$ cat src/rtl/scan_pkg.sv
package scan_pkg;
    localparam int NUM_BANKS = 5;
    localparam int SEG_W     = 8;

    typedef enum logic [1:0] {
        ST_SLEEP,
        ST_BLANK,
        ST_GAP,
        ST_DRIVE
    } scan_state_t;
endpackage

$ cat src/rtl/scan_prescaler.sv
module scan_prescaler #(
    parameter int DIV = 40000
) (
    input  logic clk,
    input  logic rst_n,
    input  logic clear_i,
    output logic tick_o
);
    localparam int CNT_W = (DIV > 2) ? $clog2(DIV) : 1;
    localparam logic [CNT_W-1:0] LAST = CNT_W'(DIV - 1);

    logic [CNT_W-1:0] cnt_q;

    always_ff @(posedge clk or negedge rst_n) begin
        if (!rst_n)              cnt_q <= '0;
        else if (clear_i)        cnt_q <= '0;
        else if (cnt_q == LAST)  cnt_q <= '0;
        else                     cnt_q <= cnt_q + CNT_W'(1);
    end

    assign tick_o = (cnt_q == LAST) && !clear_i;

    // the slot counter never leaves its range
    p_cnt_bound_r1: assert property (@(posedge clk) disable iff (!rst_n)
        cnt_q <= LAST);
endmodule

$ cat src/rtl/scan_fsm.sv
module scan_fsm
    import scan_pkg::*;
#(
    parameter int BANKS = NUM_BANKS,
    parameter int IDX_W = $clog2(BANKS)
) (
    input  logic              clk,
    input  logic              rst_n,
    input  logic              low_power_i,
    input  logic              load_blank_i,
    input  logic              tick_i,
    output scan_state_t       state_o,
    output logic [IDX_W-1:0]  idx_o
);
    scan_state_t      state_q, state_d;
    logic [IDX_W-1:0] idx_q, idx_d;

    always_ff @(posedge clk or negedge rst_n) begin
        if (!rst_n) begin
            state_q <= ST_SLEEP;
            idx_q   <= '0;
        end else begin
            state_q <= state_d;
            idx_q   <= idx_d;
        end
    end

    always_comb begin
        state_d = state_q;
        idx_d   = idx_q;
        if (low_power_i) begin
            state_d = ST_SLEEP;
            idx_d   = '0;
        end else if (load_blank_i) begin
            state_d = ST_BLANK;
            idx_d   = '0;
        end else begin
            unique case (state_q)
                ST_SLEEP: begin
                    state_d = ST_GAP;
                    idx_d   = '0;
                end
                ST_BLANK: if (tick_i) begin
                    state_d = ST_GAP;
                    idx_d   = '0;
                end
                ST_GAP:   state_d = ST_DRIVE;
                ST_DRIVE: if (tick_i) begin
                    state_d = ST_GAP;
                    idx_d   = (idx_q == IDX_W'(BANKS - 1)) ? '0 : idx_q + IDX_W'(1);
                end
                default:  state_d = ST_SLEEP;
            endcase
        end
    end

    assign state_o = state_q;
    assign idx_o   = idx_q;

    // a lit bank is always entered through the dark gap clock
    p_gap_before_drive_r3: assert property (@(posedge clk) disable iff (!rst_n)
        (state_q == ST_DRIVE && $past(state_q) != ST_DRIVE) |-> $past(state_q) == ST_GAP);
    // leaving load blanking resumes at bank 1
    p_blank_to_first_r5: assert property (@(posedge clk) disable iff (!rst_n)
        (state_q == ST_GAP && $past(state_q) == ST_BLANK) |-> idx_q == '0);
endmodule

$ cat src/rtl/scan_drive.sv
module scan_drive
    import scan_pkg::*;
#(
    parameter int BANKS = NUM_BANKS,
    parameter int SW    = SEG_W,
    parameter int IDX_W = $clog2(BANKS)
) (
    input  scan_state_t        state_i,
    input  logic [IDX_W-1:0]   idx_i,
    input  logic [BANKS*SW-1:0] seg_words_i,
    output logic [BANKS-1:0]   bank_n_o,
    output logic [SW-1:0]      anode_o
);
    always_comb begin
        bank_n_o = '1;
        anode_o  = '0;
        if (state_i == ST_DRIVE) begin
            for (int b = 0; b < BANKS; b++) begin
                if (idx_i == IDX_W'(b)) begin
                    bank_n_o[b] = 1'b0;
                    anode_o     = seg_words_i[b*SW +: SW];
                end
            end
        end
    end
endmodule

$ cat src/rtl/led_bank_scanner.sv
module led_bank_scanner
    import scan_pkg::*;
#(
    parameter int BANKS    = NUM_BANKS,
    parameter int SW       = SEG_W,
    parameter int STEP_DIV = 40000
) (
    input  logic                  clk,
    input  logic                  rst_n,
    input  logic                  low_power_i,
    input  logic                  load_blank_i,
    input  logic [BANKS*SW-1:0]   seg_words_i,
    output logic [BANKS-1:0]      bank_n_o,
    output logic [SW-1:0]         anode_o
);
    localparam int IDX_W = $clog2(BANKS);

    scan_state_t      state;
    logic [IDX_W-1:0] idx;
    logic             tick;
    logic             pre_clear;

    assign pre_clear = low_power_i || load_blank_i || (state == ST_SLEEP);

    scan_prescaler #(.DIV(STEP_DIV)) u_pre (
        .clk     (clk),
        .rst_n   (rst_n),
        .clear_i (pre_clear),
        .tick_o  (tick)
    );

    scan_fsm #(.BANKS(BANKS), .IDX_W(IDX_W)) u_fsm (
        .clk          (clk),
        .rst_n        (rst_n),
        .low_power_i  (low_power_i),
        .load_blank_i (load_blank_i),
        .tick_i       (tick),
        .state_o      (state),
        .idx_o        (idx)
    );

    scan_drive #(.BANKS(BANKS), .SW(SW), .IDX_W(IDX_W)) u_drv (
        .state_i     (state),
        .idx_i       (idx),
        .seg_words_i (seg_words_i),
        .bank_n_o    (bank_n_o),
        .anode_o     (anode_o)
    );

    // never more than one bank switch closed
    p_bank_onecold_r2: assert property (@(posedge clk) disable iff (!rst_n)
        $onehot0(~bank_n_o));
    // anodes dark whenever no bank is closed
    p_dark_anodes_r8: assert property (@(posedge clk) disable iff (!rst_n)
        (bank_n_o == '1) |-> (anode_o == '0));
    // one closed bank is never replaced directly by another
    p_switch_gap_r3: assert property (@(posedge clk) disable iff (!rst_n)
        (bank_n_o != '1 && $past(bank_n_o) != '1) |-> bank_n_o == $past(bank_n_o));
    // low power darkens the display on the next clock
    p_lowpower_dark_r4: assert property (@(posedge clk) disable iff (!rst_n)
        $past(low_power_i) |-> (bank_n_o == '1 && anode_o == '0));
    // a load darkens the display on the next clock
    p_load_dark_r5: assert property (@(posedge clk) disable iff (!rst_n)
        $past(load_blank_i) |-> bank_n_o == '1);
endmodule

$ cat config.mk
export PLATFORM = sky130hd
export DESIGN_NAME = led_bank_scanner
export DESIGN_NICKNAME = d
export VERILOG_FILES = /design/src/rtl/scan_pkg.sv /design/src/rtl/scan_prescaler.sv /design/src/rtl/scan_fsm.sv /design/src/rtl/scan_drive.sv /design/src/rtl/led_bank_scanner.sv
export SDC_FILE = /design/constraint.sdc
export NUM_CORES = 1
export LEC_CHECK = 0
export BUFFER_PORTS_ARGS = -buffer_cell sky130_fd_sc_hd__buf_2
export CAP_MARGIN = 15
export CELL_PAD_IN_SITES_DETAIL_PLACEMENT = 1
export CELL_PAD_IN_SITES_GLOBAL_PLACEMENT = 2
export CORE_UTILIZATION = 30
export DETAILED_ROUTE_END_ITERATION = 6
export PLACE_DENSITY_LB_ADDON = 0.1
export SETUP_SLACK_MARGIN = 0.5
export SLEW_MARGIN = 20
export SYNTH_ARGS = -nofsm -noshare
export SYNTH_HDL_FRONTEND = slang
export SYNTH_HIERARCHICAL = 1
export SYNTH_SLANG_ARGS = --single-unit
$ cat constraint.sdc
create_clock -name clk -period 4 [get_ports clk]
set_input_delay 0.4 -clock clk [delete_from_list [all_inputs] [get_ports clk]]
set_output_delay 0.4 -clock clk [all_outputs]
set_load 0.02 [all_outputs]
-- Word-level counts from Yosys, hierarchy flattened
Index checks and enable logic that the tools add are counted.
- $add $sub $neg: 2
- multiplexer cells: 24
- reduce and logical (&&, ||, !) cells: 9
- eq/ne operators: 11
- operator list (operator ; number):
    8-bit 2-to-1 mux ; 6
    16-bit 2-to-1 mux ; 2
    16-bit by 1-bit adder with 16-bit output, second input constant ; 1
    16-bit == test, second input constant ; 1
    3-bit 2-to-1 mux ; 5
    3-bit one-hot mux with 3 select lines ; 1
    4-bit != test, second input constant ; 2
    3-bit by 2-bit == test with 1-bit output, second input constant ; 2
    2-bit 2-to-1 mux ; 3
    2-bit one-hot mux with 3 select lines ; 1
    1-bit 2-to-1 mux ; 5
    5-bit 2-to-1 mux ; 1
    5-bit nonzero test ; 1
    2-bit == test, second input constant ; 2
    4-bit by 1-bit != test with 1-bit output, second input constant ; 1
    3-bit by 1-bit adder with 3-bit output, second input constant ; 1
    3-bit by 1-bit == test with 1-bit output, second input constant ; 1
    3-bit == test, second input constant ; 1
    3-bit zero test ; 1
    3-bit AND reduction ; 1
    2-bit by 1-bit == test with 1-bit output, second input constant ; 1
    2-bit zero test ; 1
    1-bit logical OR ; 2
    2-bit OR reduction ; 1
    other kinds (2) ; 2
- output and inout bits: 13
- word-level logic and storage cells: 49
- input port bits: 44
- flip-flop bits (word level): 21

-- Longest topological paths before layout
- depth in word-level cells: 8
- gate-level depth with buffers: 7
- depth with buffers taken out: 7

-- Modules after synthesis
The synthesis kept the hierarchy.
- by module, submodules not included (module ; area an instance (um^2) ; instances ; seq. area each (um^2) ; cells each):
    scan_prescaler ; 830.8 ; 1 ; 400.4 ; 84
    scan_drive ; 411.6 ; 1 ; 0.0 ; 57
    scan_fsm ; 325.3 ; 1 ; 125.1 ; 35
    led_bank_scanner ; 8.8 ; 1 ; 0.0 ; 2

-- Worst setup path after synthesis
No wires, ideal clock.
- path type: register to register
- from: register u_pre.cnt_q[8]
- to: register u_fsm.idx_q[2] (netlist: u_fsm/idx_o[2])
- clock period less this slack: 2.187 ns
- data required time: 3.918 ns
- cell stages (with the launch flop): 7
- library setup time: 0.082 ns
- buffers on the path: 0
- path slack: 1.813 ns
- arrival: 2.105 ns
- cells stage by stage: dfrtp_1 or4b_1 nor4_2 nor2b_1 o21ba_1 or4_1 a31oi_1
- word-level cells in the longest chain between the ends: 4
- elaborated cells on any way between the ends: 5
- those cells by class: 3 x eq/ne; 2 x reduce/logical
- ends and longest elaborated chain (item ; RTL line ; text):
    from (decl) ; scan_prescaler.sv:12 ; logic [CNT_W-1:0] cnt_q;
    from (signal assigned) ; scan_prescaler.sv:18 ; else cnt_q <= cnt_q + CNT_W'(1);
    16-bit == test (*) ; scan_prescaler.sv:21 ; assign tick_o = (cnt_q == LAST) && !clear_i;
    1-bit logical AND (*) ; scan_prescaler.sv:21 ;
    via tick ; led_bank_scanner.sv:20 ; logic tick;
    4-bit != test (no line) ; - ;
    3-bit AND reduction (no line) (*) ; - ;
    to (signal assigned) ; scan_fsm.sv:24 ; idx_q <= idx_d;
    to (decl) ; scan_fsm.sv:16 ; logic [IDX_W-1:0] idx_q, idx_d;
The timed path passes the listed nets; every way through them passes the cells marked *.
A chain may end at the register's enable or synchronous reset.

-- Worst setup path after layout
- from: register u_fsm.idx_q[0] (netlist: u_fsm/idx_o[0])
- to: output port anode_o[1]
- word-level cells in the longest chain between the ends: 7
- elaborated cells on any way between the ends: 11
- those cells by class: 4 x eq/ne; 6 x mux; 1 x reduce/logical
- ends and longest elaborated chain (item ; RTL line ; text):
    3-bit zero test ; scan_drive.sv:19 ; if (idx_i == IDX_W'(b)) begin
    8-bit 2-to-1 mux (4 in series) ; scan_drive.sv:19 ;
    8-bit 2-to-1 mux (*) ; scan_drive.sv:19 ;
    8-bit 2-to-1 mux (*) ; scan_drive.sv:17 ; if (state_i == ST_DRIVE) begin
    to (decl) ; led_bank_scanner.sv:14 ; output logic [SW-1:0] anode_o
Mark *: on every way between the ends. The rest lies on a longest branch, timed or not.

==> flow_metrics.env <==
export IMPL_outcome="completed"
export IMPL_cp_end_kind="output port"
export IMPL_synth_fp_nets=228
export IMPL_clock_path_buffers=2
export IMPL_cts_made_buffers=3
export IMPL_fin_setup_tns_ns=0
export IMPL_setup_violations=0
export IMPL_holdWs_ns=0.0697
export IMPL_grt_max_degree=22
export IMPL_crit_fanout=17
export IMPL_gr_total_overflow=0
export IMPL_yosysTopAreaCell="dfrtp_1"
export IMPL_clk_latency_ns=0.27
export IMPL_via_count=1501
export IMPL_syn_area_um2=1580
export IMPL_ff_latch_area_um2=526
export IMPL_yosys_register_bits=21
export IMPL_max_slew_worst_pin_slew_ns=0.682
export IMPL_grt_first_pass_wirelength_um=7030
export IMPL_wire_per_inst_um=14.7
export IMPL_slew_limit_headroom=0.545
export IMPL_routed_wl_um=4420
export IMPL_clock_sinks=21
export IMPL_synth_top_area_frac=0.333
export IMPL_cts_tree="yes"
export IMPL_fin_skew_ns=0.00682
export IMPL_cp_arrival_ns=2.10
export IMPL_vdd_drop_max_v=0.000106
export IMPL_synth_seq_area_share=0.333
export IMPL_grt_antenna_before_repair=0
export IMPL_p_leak_nw=0.787
export IMPL_cts_setup_buffers=0
export IMPL_synth_area_top_cells="dfrtp_1, nor2_1, xnor2_1"
export IMPL_clkTransAtPathRegs_ns=0.08
export IMPL_portBuffers=56
export IMPL_yosys_cell_types_count=45
export IMPL_synthArstFlopShare=1.00
export IMPL_reg2reg_to="u_fsm/idx_o[2]"
export IMPL_syn_to_final_growth_pct=22.7
export IMPL_via_per_inst=4.99
export IMPL_rrSetupSlack_ns=1.60
export IMPL_drt_iter0_drc=30
export IMPL_slew_viol_final=0
export IMPL_cts_resized=0
export IMPL_n_antenna_cell=0
export IMPL_multi_input_area_um2=962
export IMPL_drc=0
export IMPL_p_total_mw=0.422
export IMPL_synthCells=178
export IMPL_die_h_um=74.5
export IMPL_ctsHoldBuffers=0
export IMPL_yosysWarnings=6
export IMPL_worst_hold_path_type="input port to async pin"
export IMPL_synth_edf_count=0
export IMPL_dieArea_um2=5550
export IMPL_hold_viol=0
export IMPL_period_minus_slack_ns=2.50
export IMPL_crit_path_start_kind="flip-flop"
export IMPL_rows=26
export IMPL_ios=57
export IMPL_grt_pass1_vias=1495
export IMPL_regToRegStartpoint="u_pre/cnt_q[0]"
export IMPL_fin_nets=282
export IMPL_firstDrtPassIters=4
export IMPL_nFillCells=653
export IMPL_fin_crit_sh=0.625
export IMPL_start_util=0.311
export IMPL_cts_max_level=1
export IMPL_gp_congestion=0.742
export IMPL_fp_dieW_um=74.5
export IMPL_drv_cap=0
export IMPL_detail_route_antenna_nets=0
export IMPL_path_class="flip-flop to output port"
export IMPL_synth_area_per_cell_um2=8.86
export IMPL_final_cell_mix="buf_2, nor2_1, dfrtp_1"
export IMPL_rsz0062_at_grt="no"
export IMPL_p_per_area_nw_per_um2=218
export IMPL_hpwlAfterDp_um=3520
export IMPL_cp_data_required_time_ns=3.60
export IMPL_cts_root_buf="clkbuf_8"
export IMPL_grt_use_total=0.167
export IMPL_clock_fmax_mhz=400
export IMPL_mostFrequentLayoutCell="buf_2"
export IMPL_synth_ff_type="dfrtp_1"
export IMPL_core_area_um2=5070
export IMPL_reg2reg_depth=7
export IMPL_drive_above_1_share=0.299
[kinds of logic (layout without fill, tap and decap cells)]
logic type / count (synthesis) / count (layout) / share of synthesized area
and+or+nand+nor: 88 / 88 / 0.288
AOI/OAI and AO/OA: 27 / 27 / 0.152
DFF: 21 / 21 / 0.333
buffers and inverters: 15 / 68 / 0.0563
xor gates and xnor gates: 13 / 13 / 0.0722
muxes: 8 / 8 / 0.0508
adders and majority gates: 6 / 6 / 0.0476
[sequential cells by signal (all words and copies together) (netlist names)]
name and count:
u_fsm/idx_o 3, u_pre/cnt_q 16, u_fsm/state_o 2
[synth_stat cells, types with 2 or more instances]
| master | n |
|---|---|
| a21oi_1 | 2 |
| buf_6 | 2 |
| dfrtp_1 | 21 |
| ha_1 | 6 |
| inv_1 | 8 |
| mux2i_1 | 8 |
| nand2_1 | 7 |
| nand2b_1 | 2 |
| nand3_1 | 6 |
| nand4_1 | 4 |
| nor2_1 | 42 |
| nor2b_1 | 2 |
| nor3_1 | 2 |
| nor4_1 | 5 |
| o221a_1 | 8 |
| o2bb2ai_1 | 8 |
| or2_1 | 3 |
| or2_2 | 3 |
| or4_1 | 2 |
| xnor2_1 | 12 |
[worst max-delay path: stages, from the launching register on]
cell and delay [ns]:
dfrtp_1 0.79, nor3b_4 0.48, o2bb2ai_1 0.19, o221a_1 0.20, buf_2 0.16
[worst max path at each step]
| stage | start | endpoint | slack (ns) | cells after the start |
|---|---|---|---|---|
| 2_1_floorplan | u_pre/cnt_q[8] | u_fsm/idx_o[2] | 1.81 | 6 |
| 3_3_place_gp | u_pre/cnt_q[0] | u_fsm/idx_o[2] | 1.64 | 7 |
| 3_5_place_dp | u_pre/cnt_q[0] | u_fsm/idx_o[2] | 1.60 | 7 |
| 4_1_cts | u_fsm/idx_o[0] | anode_o[1] | 1.46 | 4 |
| 5_1_grt | u_fsm/idx_o[0] | anode_o[1] | 1.33 | 4 |
| 6_report | u_fsm/idx_o[0] | anode_o[1] | 1.50 | 4 |
[power by group]
group	leakage, nW	switching [mW]	internal (mW)	total, mW
Sequential	0.291	0.00304	0.214	0.217
Clock	0.0217	0.0774	0.0707	0.148
Combinational	0.474	0.0296	0.0270	0.0566
Total	0.787	0.110	0.312	0.422
[metal layers]
layer / part of all wire / vias up / global-route usage
met4: 0.016 / 0 / 0.0692
li1: - / 741 / -
met2: 0.50 / 34 / 0.291
met3: 0.044 / 5 / 0.0257
met1: 0.44 / 721 / 0.204
met5: 0 / - / 0
[metrics by stage]
stage	utilization	setup slack [ns]	instance area, µm²	std cells
2_1_floorplan	-	1.81	1580	178
3_3_place_gp	0.372	1.64	1890	297
3_5_place_dp	0.372	1.60	1890	297
4_1_cts	0.381	1.46	1930	301
5_1_grt	0.381	1.33	1930	301
6_report	0.381	1.50	1930	301
[cell type report]
| class | count | share of cell area |
|---|---|---|
| clock buffer | 3 | 0.0213 |
| clock inverter | 1 | 0.00388 |
| inverter | 8 | 0.0155 |
| multi-input combinational | 142 | 0.497 |
| sequential | 21 | 0.272 |
| tap | 70 | 0.0453 |
| timing repair buffer | 56 | 0.145 |
Power figures use the tool's default switching activity.
